==> src/rtl/fpc_pkg.sv <==
// Shared types and elaboration-time helpers for the flash programming controller.
// Assumes: op encoding is fixed, because the client drives it as raw bits.
package fpc_pkg;

    typedef enum logic [1:0] {
        OP_READ  = 2'd0,
        OP_PROG  = 2'd1,
        OP_ERASE = 2'd2,
        OP_LOCK  = 2'd3
    } fpc_op_e;

    typedef enum logic [2:0] {
        ST_IDLE = 3'd0,
        ST_SET  = 3'd1,
        ST_WLO  = 3'd2,
        ST_WHI  = 3'd3,
        ST_GAP  = 3'd4,
        ST_RD   = 3'd5,
        ST_WAIT = 3'd6
    } fpc_st_e;

    // Convert nanoseconds to whole clock cycles, rounding up, minimum one.
    function automatic int ns2cyc(input int ns, input int clk_ns);
        int c;
        c = (ns + clk_ns - 1) / clk_ns;
        return (c < 1) ? 1 : c;
    endfunction

    // Larger of two integers.
    function automatic int imax(input int a, input int b);
        return (a > b) ? a : b;
    endfunction

endpackage

==> src/rtl/fpc_cmd_table.sv <==
// Unlock-sequence table: maps (operation, step) to the bus address and byte
// of each write, and flags the final step.
// Assumes: step stays within the sequence length of the operation
// (4 for program, 6 for erase and lock).
module fpc_cmd_table
    import fpc_pkg::*;
#(
    parameter int ADDR_W = 17,
    parameter int DATA_W = 8
) (
    input  fpc_op_e              op,
    input  logic [2:0]           step,
    input  logic [ADDR_W-1:0]    tgt_addr,
    input  logic [DATA_W-1:0]    tgt_data,
    output logic [ADDR_W-1:0]    cmd_addr,
    output logic [DATA_W-1:0]    cmd_data,
    output logic                 cmd_last
);
    localparam logic [ADDR_W-1:0] KEY_A = ADDR_W'(17'h05555);
    localparam logic [ADDR_W-1:0] KEY_B = ADDR_W'(17'h02AAA);

    // Select the address and byte of the current write step.
    always_comb begin
        cmd_addr = KEY_A;
        cmd_data = DATA_W'(8'hAA);
        cmd_last = 1'b0;
        case (step)
            3'd0: cmd_data = DATA_W'(8'hAA);
            3'd1: begin cmd_addr = KEY_B; cmd_data = DATA_W'(8'h55); end
            3'd2: cmd_data = (op == OP_PROG) ? DATA_W'(8'hA0) : DATA_W'(8'h80);
            3'd3: begin
                if (op == OP_PROG) begin
                    cmd_addr = tgt_addr;
                    cmd_data = tgt_data;
                    cmd_last = 1'b1;
                end else begin
                    cmd_data = DATA_W'(8'hAA);
                end
            end
            3'd4: begin cmd_addr = KEY_B; cmd_data = DATA_W'(8'h55); end
            default: begin
                cmd_data = (op == OP_LOCK) ? DATA_W'(8'h40) : DATA_W'(8'h10);
                cmd_last = 1'b1;
            end
        endcase
    end
endmodule

==> src/rtl/fpc_window_cnt.sv <==
// Saturating window counter for the completion phase. It measures how long
// polling (program, erase) or the fixed pause (lock) has lasted, against a
// per-operation cycle limit.
// Assumes: clr and en are never high together; op is constant while en is high.
module fpc_window_cnt
    import fpc_pkg::*;
#(
    parameter int PROG_LIM  = 5000,
    parameter int ERASE_LIM = 1000000000,
    parameter int LOCK_LIM  = 100000000
) (
    input  logic    clk,
    input  logic    rst_n,
    input  logic    clr,
    input  logic    en,
    input  fpc_op_e op,
    output logic    expired
);
    localparam int MAXL = imax(imax(PROG_LIM, ERASE_LIM), LOCK_LIM);
    localparam int W    = $clog2(MAXL + 1);

    logic [W-1:0] cnt;
    logic [W-1:0] lim_m1;

    // Pick the last counted cycle of the window for the current operation.
    always_comb begin
        case (op)
            OP_PROG:  lim_m1 = W'(PROG_LIM - 1);
            OP_ERASE: lim_m1 = W'(ERASE_LIM - 1);
            OP_LOCK:  lim_m1 = W'(LOCK_LIM - 1);
            default:  lim_m1 = '0;
        endcase
    end

    assign expired = (cnt >= lim_m1);

    // Count enabled cycles until the limit is reached, then hold.
    always_ff @(posedge clk) begin
        if (!rst_n || clr) cnt <= '0;
        else if (en && !expired) cnt <= cnt + 1'b1;
    end

    AST_WINDOW_HOLDS: assert property (@(posedge clk) disable iff (!rst_n)
        (!clr && expired && $stable(op)) |=> expired);
endmodule

==> src/rtl/flash_prog_ctrl.sv <==
// Host-side controller for an asynchronous byte-wide flash bus. It runs the
// read, program, erase and boot-lock operations: timed unlock writes, then
// bit-7 data polling or a fixed pause, then a done pulse with an error flag.
// Assumes: one request at a time (requests while busy are dropped); the timing
// parameters describe the slowest device grade; all strobes come from flops.
module flash_prog_ctrl
    import fpc_pkg::*;
#(
    parameter int ADDR_W        = 17,
    parameter int DATA_W        = 8,
    parameter int CLK_NS        = 10,
    parameter int T_WP_NS       = 200,
    parameter int T_WPH_NS      = 200,
    parameter int T_AH_NS       = 100,
    parameter int T_DS_NS       = 100,
    parameter int T_ACC_NS      = 150,
    parameter int PROG_TMO_CYC  = 5000,
    parameter int ERASE_TMO_CYC = 1000000000,
    parameter int LOCK_WAIT_CYC = 100000000
) (
    input  logic              clk,
    input  logic              rst_n,
    input  logic              req,
    input  logic [1:0]        req_op,
    input  logic [ADDR_W-1:0] req_addr,
    input  logic [DATA_W-1:0] req_data,
    output logic              busy,
    output logic              done,
    output logic              err,
    output logic [DATA_W-1:0] rdata,
    output logic [ADDR_W-1:0] fl_addr,
    output logic [DATA_W-1:0] fl_dq_o,
    output logic              fl_dq_oe,
    input  logic [DATA_W-1:0] fl_dq_i,
    output logic              fl_ce_n,
    output logic              fl_we_n,
    output logic              fl_oe_n
);
    localparam int N_LO  = imax(imax(ns2cyc(T_WP_NS, CLK_NS), ns2cyc(T_AH_NS, CLK_NS)),
                                ns2cyc(T_DS_NS, CLK_NS));
    localparam int N_HI  = ns2cyc(T_WPH_NS, CLK_NS);
    localparam int N_ACC = ns2cyc(T_ACC_NS, CLK_NS);
    localparam int TW    = $clog2(imax(imax(N_LO, N_HI), N_ACC) + 1);

    fpc_st_e           st, st_n;
    fpc_op_e           opr;
    logic [ADDR_W-1:0] taddr;
    logic [DATA_W-1:0] tdata;
    logic [2:0]        step;
    logic [TW-1:0]     tmr;
    logic [ADDR_W-1:0] cmd_addr;
    logic [DATA_W-1:0] cmd_data;
    logic              cmd_last;
    logic              expired;
    logic              poll_ok;
    logic              phase_end;
    logic              wr_phase;

    fpc_cmd_table #(.ADDR_W(ADDR_W), .DATA_W(DATA_W)) u_tab (
        .op(opr), .step(step), .tgt_addr(taddr), .tgt_data(tdata),
        .cmd_addr(cmd_addr), .cmd_data(cmd_data), .cmd_last(cmd_last)
    );

    fpc_window_cnt #(.PROG_LIM(PROG_TMO_CYC), .ERASE_LIM(ERASE_TMO_CYC),
                     .LOCK_LIM(LOCK_WAIT_CYC)) u_win (
        .clk(clk), .rst_n(rst_n), .clr(st == ST_IDLE),
        .en(st == ST_GAP || st == ST_RD || st == ST_WAIT),
        .op(opr), .expired(expired)
    );

    assign phase_end = (tmr == '0);
    assign wr_phase  = (st == ST_SET) || (st == ST_WLO) || (st == ST_WHI);
    assign poll_ok   = (opr == OP_ERASE) ? fl_dq_i[DATA_W-1]
                                         : (fl_dq_i[DATA_W-1] == tdata[DATA_W-1]);
    assign busy      = (st != ST_IDLE);
    assign fl_addr   = wr_phase ? cmd_addr : ((opr == OP_ERASE) ? '0 : taddr);
    assign fl_dq_o   = cmd_data;

    // Next-state decision for the operation sequencer.
    always_comb begin
        st_n = st;
        case (st)
            ST_IDLE: if (req) st_n = (fpc_op_e'(req_op) == OP_READ) ? ST_GAP : ST_SET;
            ST_SET:  st_n = ST_WLO;
            ST_WLO:  if (phase_end) st_n = ST_WHI;
            ST_WHI:  if (phase_end)
                         st_n = !cmd_last ? ST_SET : ((opr == OP_LOCK) ? ST_WAIT : ST_GAP);
            ST_GAP:  st_n = ST_RD;
            ST_RD:   if (phase_end)
                         st_n = (opr == OP_READ || poll_ok || expired) ? ST_IDLE : ST_GAP;
            ST_WAIT: if (expired) st_n = ST_IDLE;
            default: st_n = ST_IDLE;
        endcase
    end

    // State, phase timer, request latch, result capture and registered strobes.
    always_ff @(posedge clk) begin
        if (!rst_n) begin
            st       <= ST_IDLE;
            opr      <= OP_READ;
            taddr    <= '0;
            tdata    <= '0;
            step     <= '0;
            tmr      <= '0;
            rdata    <= '0;
            done     <= 1'b0;
            err      <= 1'b0;
            fl_ce_n  <= 1'b1;
            fl_we_n  <= 1'b1;
            fl_oe_n  <= 1'b1;
            fl_dq_oe <= 1'b0;
        end else begin
            st       <= st_n;
            done     <= (st != ST_IDLE) && (st_n == ST_IDLE);
            fl_ce_n  <= (st_n == ST_IDLE) || (st_n == ST_WAIT);
            fl_we_n  <= (st_n != ST_WLO);
            fl_oe_n  <= (st_n != ST_RD);
            fl_dq_oe <= (st_n == ST_SET) || (st_n == ST_WLO) || (st_n == ST_WHI);
            if (st_n != st) begin
                case (st_n)
                    ST_WLO:  tmr <= TW'(N_LO - 1);
                    ST_WHI:  tmr <= TW'(N_HI - 1);
                    ST_RD:   tmr <= TW'(N_ACC - 1);
                    default: tmr <= '0;
                endcase
            end else if (!phase_end) begin
                tmr <= tmr - 1'b1;
            end
            if (st == ST_IDLE && req) begin
                opr   <= fpc_op_e'(req_op);
                taddr <= req_addr;
                tdata <= req_data;
                step  <= '0;
                err   <= 1'b0;
            end
            if (st == ST_WHI && phase_end && !cmd_last) step <= step + 1'b1;
            if (st == ST_RD && phase_end) begin
                rdata <= fl_dq_i;
                if (opr != OP_READ && !poll_ok && expired) err <= 1'b1;
            end
        end
    end

    AST_WRITE_STROBE_QUIET: assert property (@(posedge clk) disable iff (!rst_n)
        !fl_we_n |-> (!fl_ce_n && fl_oe_n));
    AST_ADDR_DATA_HOLD: assert property (@(posedge clk) disable iff (!rst_n)
        (!fl_we_n && $past(!fl_we_n)) |-> ($stable(fl_addr) && $stable(fl_dq_o)));
    AST_BUS_RELEASED: assert property (@(posedge clk) disable iff (!rst_n)
        !fl_oe_n |-> (!fl_dq_oe && $past(!fl_dq_oe)));
    AST_READ_STROBES: assert property (@(posedge clk) disable iff (!rst_n)
        !fl_oe_n |-> (fl_we_n && !fl_ce_n));
    AST_DONE_SINGLE: assert property (@(posedge clk) disable iff (!rst_n)
        done |=> !done);
    AST_REQ_DROPPED: assert property (@(posedge clk) disable iff (!rst_n)
        busy |=> ($stable(opr) && $stable(taddr) && $stable(tdata)));
endmodule

==> config.mk <==
export PLATFORM = sky130hd
export DESIGN_NAME = flash_prog_ctrl
export DESIGN_NICKNAME = d
export VERILOG_FILES = /design/src/rtl/fpc_pkg.sv /design/src/rtl/fpc_cmd_table.sv /design/src/rtl/fpc_window_cnt.sv /design/src/rtl/flash_prog_ctrl.sv
export SDC_FILE = /design/constraint.sdc
export NUM_CORES = 1
export LEC_CHECK = 0
export CAP_MARGIN = 20
export CORE_MARGIN = 5
export CORE_UTILIZATION = 35
export CTS_CLUSTER_SIZE = 8
export DETAILED_ROUTE_END_ITERATION = 6
export GPL_TIMING_DRIVEN = 0
export PLACE_DENSITY = 0.61
export SLEW_MARGIN = 20
export SYNTH_ARGS = -nofsm -noshare
export SYNTH_HDL_FRONTEND = slang
export SYNTH_SLANG_ARGS = --single-unit
==> constraint.sdc <==
create_clock -name clk -period 5.2 [get_ports clk]
set_input_delay 1.3 -clock clk [delete_from_list [all_inputs] [get_ports clk]]
set_output_delay 1.3 -clock clk [all_outputs]
set_load 0.005 [all_outputs]
==> results of run 1 <==
-- cell families (layout without fill, tap and decap cells) --
logic type	Yosys count	count (layout)	share of synthesized area
DFF	82	82	0.341
buffers and inverters	46	137	0.0364
adders and majority gates	40	40	0.104
and+or+nand+nor	261	261	0.282
muxes	11	11	0.0229
xor gates and xnor gates	20	20	0.0364
AOI/OAI and AO/OA	130	130	0.178
-- worst min path at each step --
stage                                      start                     end  slack (ns)
final                     taddr[15]$_SDFFE_PN0P_  taddr[15]$_SDFFE_PN0P_        0.46
after detailed placement   tdata[6]$_SDFFE_PN0P_   tdata[6]$_SDFFE_PN0P_        0.46
after global routing       tdata[2]$_SDFFE_PN0P_   tdata[2]$_SDFFE_PN0P_        0.48
after floorplan           taddr[15]$_SDFFE_PN0P_  taddr[15]$_SDFFE_PN0P_        0.44
after CTS                  tdata[2]$_SDFFE_PN0P_   tdata[2]$_SDFFE_PN0P_        0.47
after global placement    taddr[15]$_SDFFE_PN0P_  taddr[15]$_SDFFE_PN0P_        0.45
-- power by group through the flow --
| stage | Sequential, mW | Clock, mW | Combinational (mW) |
|---|---|---|---|
| finish | 0.719 | 0.579 | 0.674 |
| global placement | 0.729 | 0 | 0.667 |
| detailed placement | 0.732 | 0 | 0.674 |
| floorplan | 0.724 | 0 | 0.417 |
| global route | 0.726 | 0.622 | 0.757 |
| CTS | 0.719 | 0.592 | 0.680 |
-- through the flow --
step,instances,cell area [sq um],setup WS [ns]
6_report,857,6080,0.619
5_1_grt,857,6080,0.342
3_3_place_gp,843,5810,0.970
3_5_place_dp,843,5810,0.943
2_1_floorplan,590,4820,2.07
4_1_cts,857,6070,0.566
-- registers in the layout (all words and copies together) (netlist names), 2 cells and up --
signal     count
u_win.cnt     30
taddr         17
rdata          8
tdata          8
tmr            5
st             3
step           3
opr            2
-- routing by layer --
layer	wire, um	up-vias	part of all wire
li1	-	2266	-
met1	5950	2123	0.45
met2	6140	114	0.47
met3	693	23	0.053
met4	308	0	0.024
met5	0	-	0
-- final cells by class --
cell class | count | area [sq um] | area share
tap | 176 | 220 | 0.0362
timing repair buffer | 77 | 771 | 0.127
buffer | 24 | 92.6 | 0.0152
clock inverter | 3 | 17.5 | 0.00288
multi-input combinational | 462 | 3010 | 0.495
sequential | 82 | 1640 | 0.270
clock buffer | 11 | 243 | 0.0400
inverter | 22 | 82.6 | 0.0136
-- cells in the final DEF, fill, tap and decap left out, types with 13 or more instances in the layout --
cell type / Yosys / routed
sky130_fd_sc_hd__a21boi_0: 32 / 32
sky130_fd_sc_hd__a21oi_1: 33 / 33
sky130_fd_sc_hd__clkbuf_1: 21 / 22
sky130_fd_sc_hd__clkdlybuf4s50_1: 0 / 77
sky130_fd_sc_hd__dfxtp_1: 82 / 82
sky130_fd_sc_hd__ha_1: 40 / 40
sky130_fd_sc_hd__inv_1: 22 / 22
sky130_fd_sc_hd__nand2_1: 92 / 92
sky130_fd_sc_hd__nand3_1: 23 / 23
sky130_fd_sc_hd__nor2_1: 33 / 33
sky130_fd_sc_hd__nor4_1: 14 / 13
sky130_fd_sc_hd__o21ai_0: 23 / 23
sky130_fd_sc_hd__xnor2_1: 18 / 18
-- critical path, cell delays in order (launching register included) --
cell	delay (ns)
sky130_fd_sc_hd__dfxtp_1	0.40
sky130_fd_sc_hd__ha_1	0.17
sky130_fd_sc_hd__ha_1	0.30
sky130_fd_sc_hd__and2_1	0.17
sky130_fd_sc_hd__clkbuf_1	0.30
sky130_fd_sc_hd__nor2_1	0.26
sky130_fd_sc_hd__a21oi_1	0.60
sky130_fd_sc_hd__a21o_1	0.22
sky130_fd_sc_hd__clkdlybuf4s50_1	0.51
==> flow_summary.toml, run 1 <==
[floorplanning]
floorplan.initialDensity = 0.361
core_region_area_sq_um = 13300
height_of_the_die_um = 127
std_cell_rows = 42
dieArea_sq_um = 16200
die_width_um = 127
io_pins = 78

[clock_tree]
max-clock-path-buffers = 2
htree_levels = 3
postCtsSetupBuffers = 0
worst_skew_pair.late_latency_ns = 0.34
tritoncts = "built"
cts_sinks = 82
clk_pin_slew_worst_paths_ns = 0.06
holdBufCountCts = 0
clock_tree.root_cell = "sky130_fd_sc_hd__clkbuf_16"
tritoncts.num_buffers = 9
cts_resized = 0

[grt]
grt_pass1_vias = 4533
global_route.overflow_total = 0
met3_usage = 0.0430
grt_max_degree = 13
busiest_layer = "met2"
grt_use_met1 = 0.198
routing_usage_on_met2 = 0.272
antenna_found_initial = 0
grt_first_pass_wirelength_mm = 21.5
groute.usage.overall = 0.164

[timing]
slew_headroom = 0.367
achievable-frequency_mhz = 218
grt_setup_unrepaired = "no"
worst_slew_pin_slew_ns = 0.947
finalCriticalPeriod_ns = 4.58
fin_worst_hold_slack_ns = 0.464
final.setup.tns_ns = 0
report.final.slew_viol_count = 0
fin_crit_sh = 0.881
fin_skew_ns = 0.00731
finalHoldViolCount = 0
report.final.setup_viol = 0

[detailed_routing]
drt_pre_antenna_iters = 5
drt_wl_total_mm = 13.1
antenna_left = 0
vias = 4526
avgViaCountPerCell = 5.28
drt-initial-drc-count = 338
routedWlPerCell_um = 15.3
drt_drc_violations_left = 0

[place]
dp.final_hpwl_mm = 9.96
io_buffers = 77
replace_congestion = 0.866

[worst_setup_path]
rrSetupSlack_ns = 1.24
worstPathRequired_ns = 3.90
timing.rr.end = "u_win.cnt[3]$_SDFFE_PP0P_"
crit_type = "reg2out"
timing.critical_path.from_type = "flip-flop"
worst-path-max-fanout = 9
cp_data_arrival_time_ns = 3.28
timing.critical_path.to = "fl_addr[1]"
cp-startpoint = "step[0]$_SDFFE_PN0P_"
reg2regPathDepth = 13
critPathCaptureType = "output port"
r2r_start = "opr[0]$_SDFFE_PN0P_"

[synth]
count_of_unique_library_cells_instantiated_by_yosys = 58
synthDominantAreaCellType = "sky130_fd_sc_hd__dfxtp_1"
syn-num-nets = 668
postSynthAreaPerCell_sq_um = 8.17
synth.top_cells.by_count = "sky130_fd_sc_hd__nand2_1 (92), sky130_fd_sc_hd__dfxtp_1 (82), sky130_fd_sc_hd__ha_1 (40)"
synthTopCellsByArea = "sky130_fd_sc_hd__dfxtp_1 (34%), sky130_fd_sc_hd__ha_1 (10%), sky130_fd_sc_hd__nand2_1 (7.2%), sky130_fd_sc_hd__a21boi_0 (5.0%), sky130_fd_sc_hd__a21oi_1 (3.4%)"
synth_async_sr_flop_share = 0
yosys.cell_count.top_type = "sky130_fd_sc_hd__nand2_1"
mappedNetlistArea_sq_um = 4820
ys_dominant_reg_cell = "sky130_fd_sc_hd__dfxtp_1"
synth_cells = 590
synth.top_cell.area_share = 0.341
yosysWarningCount = 0
synth_seq_area_share = 0.341
synth_enable_flop_cells = 0
synth-seq-cells = 82

[pwr]
power.share.sequential = 0.365
power-per-cell-area_nw_per_um2 = 325
p_comb_frac = 0.342
power_frac_clock = 0.294
power_leakage_nw = 2.26
power.net_switching_mw = 0.656
max-vdd-ir-drop_v = 0.000148
switching_share = 0.333
finalPower_mw = 1.97
internal_power_mw = 1.32

[final_layout]
final_util = 0.455
filler_cell_count = 1353
fin_nets = 756
area_growth_pct = 26.1
antenna_cells = 0
share_of_post_route_cells_with_drive_strength_above_1 = 0.0411

[hold_path]
hold_path_depth = 2
hp-class = "reg2reg"

[flow_run]
max_cap_violations = 0

[status]
outcome = "completed"
(Power assumes the default switching activity.)
==> inputs of run 2 (changes only) <==
--- a/config.mk
+++ b/config.mk
@@ -8,6 +8,7 @@
 export CAP_MARGIN = 20
 export CORE_MARGIN = 5
 export CORE_UTILIZATION = 35
+export CTS_CLUSTER_DIAMETER = 80
 export CTS_CLUSTER_SIZE = 8
 export DETAILED_ROUTE_END_ITERATION = 6
 export GPL_TIMING_DRIVEN = 0
==> constraint.sdc (replaced) <==
create_clock -name clk -period 4.8 [get_ports clk]
set_input_delay 1.2 -clock clk [delete_from_list [all_inputs] [get_ports clk]]
set_output_delay 1.2 -clock clk [all_outputs]
set_load 0.005 [all_outputs]
==> results of run 2 <==
The final DEF is identical to that of run 1. Status: completed.
Among the figures that moved: setup slack after placement 0.943 ns -> 0.643 ns; setup slack after layout 0.619 ns -> 0.319 ns; register-to-register setup slack 1.24 ns -> 0.84 ns; total power 1.97 mW -> 2.14 mW; worst IR drop on VDD 0.000148 V -> 0.000161 V
==> inputs of run 3 (changes only) <==
--- a/config.mk
+++ b/config.mk
@@ -5,7 +5,7 @@
 export SDC_FILE = /design/constraint.sdc
 export NUM_CORES = 1
 export LEC_CHECK = 0
-export CAP_MARGIN = 20
+export CAP_MARGIN = 30
 export CORE_MARGIN = 5
 export CORE_UTILIZATION = 35
 export CTS_CLUSTER_DIAMETER = 80
==> constraint.sdc (replaced) <==
create_clock -name clk -period 4.31 [get_ports clk]
set_input_delay 1.0775 -clock clk [delete_from_list [all_inputs] [get_ports clk]]
set_output_delay 1.0775 -clock clk [all_outputs]
set_load 0.005 [all_outputs]
==> flow_summary.toml, run 3 (same netlist as run 1, synthesis figures left out) <==
[status]
outcome = "completed"

[floorplanning]
die_width_um = 127
height_of_the_die_um = 127
std_cell_rows = 42
core_region_area_sq_um = 13300
dieArea_sq_um = 16200
io_pins = 78
floorplan.initialDensity = 0.361

[clock_tree]
max-clock-path-buffers = 2
htree_levels = 3
clk_pin_slew_worst_paths_ns = 0.06
tritoncts = "built"
clock_tree.root_cell = "sky130_fd_sc_hd__clkbuf_16"
tritoncts.num_buffers = 9
cts_sinks = 82
postCtsSetupBuffers = 0
worst_skew_pair.late_latency_ns = 0.34
holdBufCountCts = 0

[worst_setup_path]
r2r_start = "opr[0]$_SDFFE_PN0P_"
timing.rr.end = "tmr[3]$_SDFFE_PN0P_"
reg2regPathDepth = 13
cp-startpoint = "step[2]$_SDFFE_PN0P_"
timing.critical_path.slowest_stage_cell = "sky130_fd_sc_hd__nor2_1"
worst-path-max-fanout = 9
critPathCaptureType = "output port"
crit_type = "reg2out"
timing.critical_path.cells = "inv_1 -> ha_1 -> and2_1 -> clkbuf_1 -> nor2_1 -> a21oi_4 -> a21o_1 -> clkdlybuf4s50_1"
timing.critical_path.from_type = "flip-flop"
rrSetupSlack_ns = 0.35
timing.critical_path.slowest_cell_delay_ns = 0.65
timing.critical_path.to = "fl_addr[5]"
worstPathRequired_ns = 3.23
cp_data_arrival_time_ns = 3.10

[pwr]
power-per-cell-area_nw_per_um2 = 418
power_leakage_nw = 2.31
finalPower_mw = 2.58
max-vdd-ir-drop_v = 0.000199

[final_layout]
reg.largest.list = "u_win.cnt x30, taddr x17"
final_cell_mix = "sky130_fd_sc_hd__nand2_1 (92), sky130_fd_sc_hd__dfxtp_1 (82), sky130_fd_sc_hd__clkdlybuf4s50_1 (77)"
top_register = "u_win.cnt"
final_util = 0.463
area_growth_pct = 28.1
largest_register_ff_count = 30
filler_cell_count = 1316
antenna_cells = 0
mostFrequentLayoutCell = "sky130_fd_sc_hd__nand2_1"
fin_nets = 757
share_of_post_route_cells_with_drive_strength_above_1 = 0.0453

[detailed_routing]
drt_drc_violations_left = 0
dr.max_layer_used = "met4"
drt_wl_total_mm = 12.9
met3RoutedLength_um = 723
dr_wl_met2_mm = 6.19
routedWlPerCell_um = 15.0
antenna_left = 0
drt-met1-wl_mm = 5.78
drt-initial-drc-count = 289
avgViaCountPerCell = 5.22
drt_pre_antenna_iters = 6
vias = 4488

[grt]
global_route.overflow_total = 0
grt_pass1_vias = 4497
grt_max_degree = 14
groute.usage.overall = 0.161
grt_first_pass_wirelength_mm = 21.3
antenna_found_initial = 0

[flow_run]
max_cap_violations = 0

[timing]
final_critical_path_setup_slack_ns = 0.136
final.setup.tns_ns = 0
slew_headroom = 0.365
finalCriticalPeriod_ns = 4.17
finalHoldViolCount = 0
report.final.setup_viol = 0
report.final.slew_viol_count = 0
fin_skew_ns = 0.00647
worst_slew_pin_slew_ns = 0.940
grt_setup_unrepaired = "no"
achievable-frequency_mhz = 240
fin_crit_sh = 0.968

[place]
io_buffers = 77
pre_cts_ws_ns = 0.287
dp.final_hpwl_mm = 10.0
replace_congestion = 0.866

[hold_path]
hold_path_startpoint = "taddr[16]$_SDFFE_PN0P_"
hp-class = "reg2reg"
==> run 3: worst max-delay path, delay by kind of cell, from the launching register on <==
| kind | cells | cell delay, ns |
|---|---|---|
| AO/OA/AOI/OAI | 2 | 0.36 |
| adder cells (fa/ha/maj) | 1 | 0.32 |
| buffers and inverters | 3 | 0.75 |
| flip-flops | 1 | 0.47 |
| AND/OR/NAND/NOR | 2 | 0.85 |
==> run 3: layer usage <==
metal,global-route usage,vias up
li1,-,2278
met1,0.190,2091
met2,0.279,103
met3,0.0447,16
met4,0.0580,0
met5,0,-
==> run 3: area by class of cell <==
class | instances | area (sq um) | area share
multi-input combinational | 462 | 3020 | 0.489
sequential | 82 | 1640 | 0.266
timing repair buffer | 78 | 776 | 0.126
clock buffer | 12 | 246 | 0.0399
tap | 176 | 220 | 0.0357
clock inverter | 4 | 98.8 | 0.0160
buffer | 24 | 92.6 | 0.0150
inverter | 22 | 82.6 | 0.0134
==> run 3: where the power goes <==
| group | internal (mW) | leakage (nW) | switching, mW |
|---|---|---|---|
| logic | 0.369 | 1.48 | 0.448 |
| clock network | 0.584 | 0.167 | 0.313 |
| registers | 0.824 | 0.666 | 0.0426 |
| total | 1.78 | 2.31 | 0.804 |
==> run 3: worst min-delay path by stage <==
stage | endpoint | cells past startpoint
after detailed placement | taddr[16]$_SDFFE_PN0P_ | 2
after global routing | taddr[16]$_SDFFE_PN0P_ | 2
after CTS | tdata[3]$_SDFFE_PN0P_ | 2
after floorplan | taddr[15]$_SDFFE_PN0P_ | 2
final | taddr[16]$_SDFFE_PN0P_ | 2
after global placement | taddr[15]$_SDFFE_PN0P_ | 2
==> run 3: per-stage QoR <==
stage	hold WS (ns)	cell area, sq um	cells
floorplan	0.439	4820	590
global placement	0.449	5810	843
detailed placement	0.458	5810	844
CTS	0.468	6160	860
global route	0.481	6170	860
finish	0.462	6170	860
==> run 3: timing repair <==
action                                  CTS  global route
endpoints found under the setup margin    9            11
gates resized for setup                   1             2
endpoints found under the hold margin     0             0
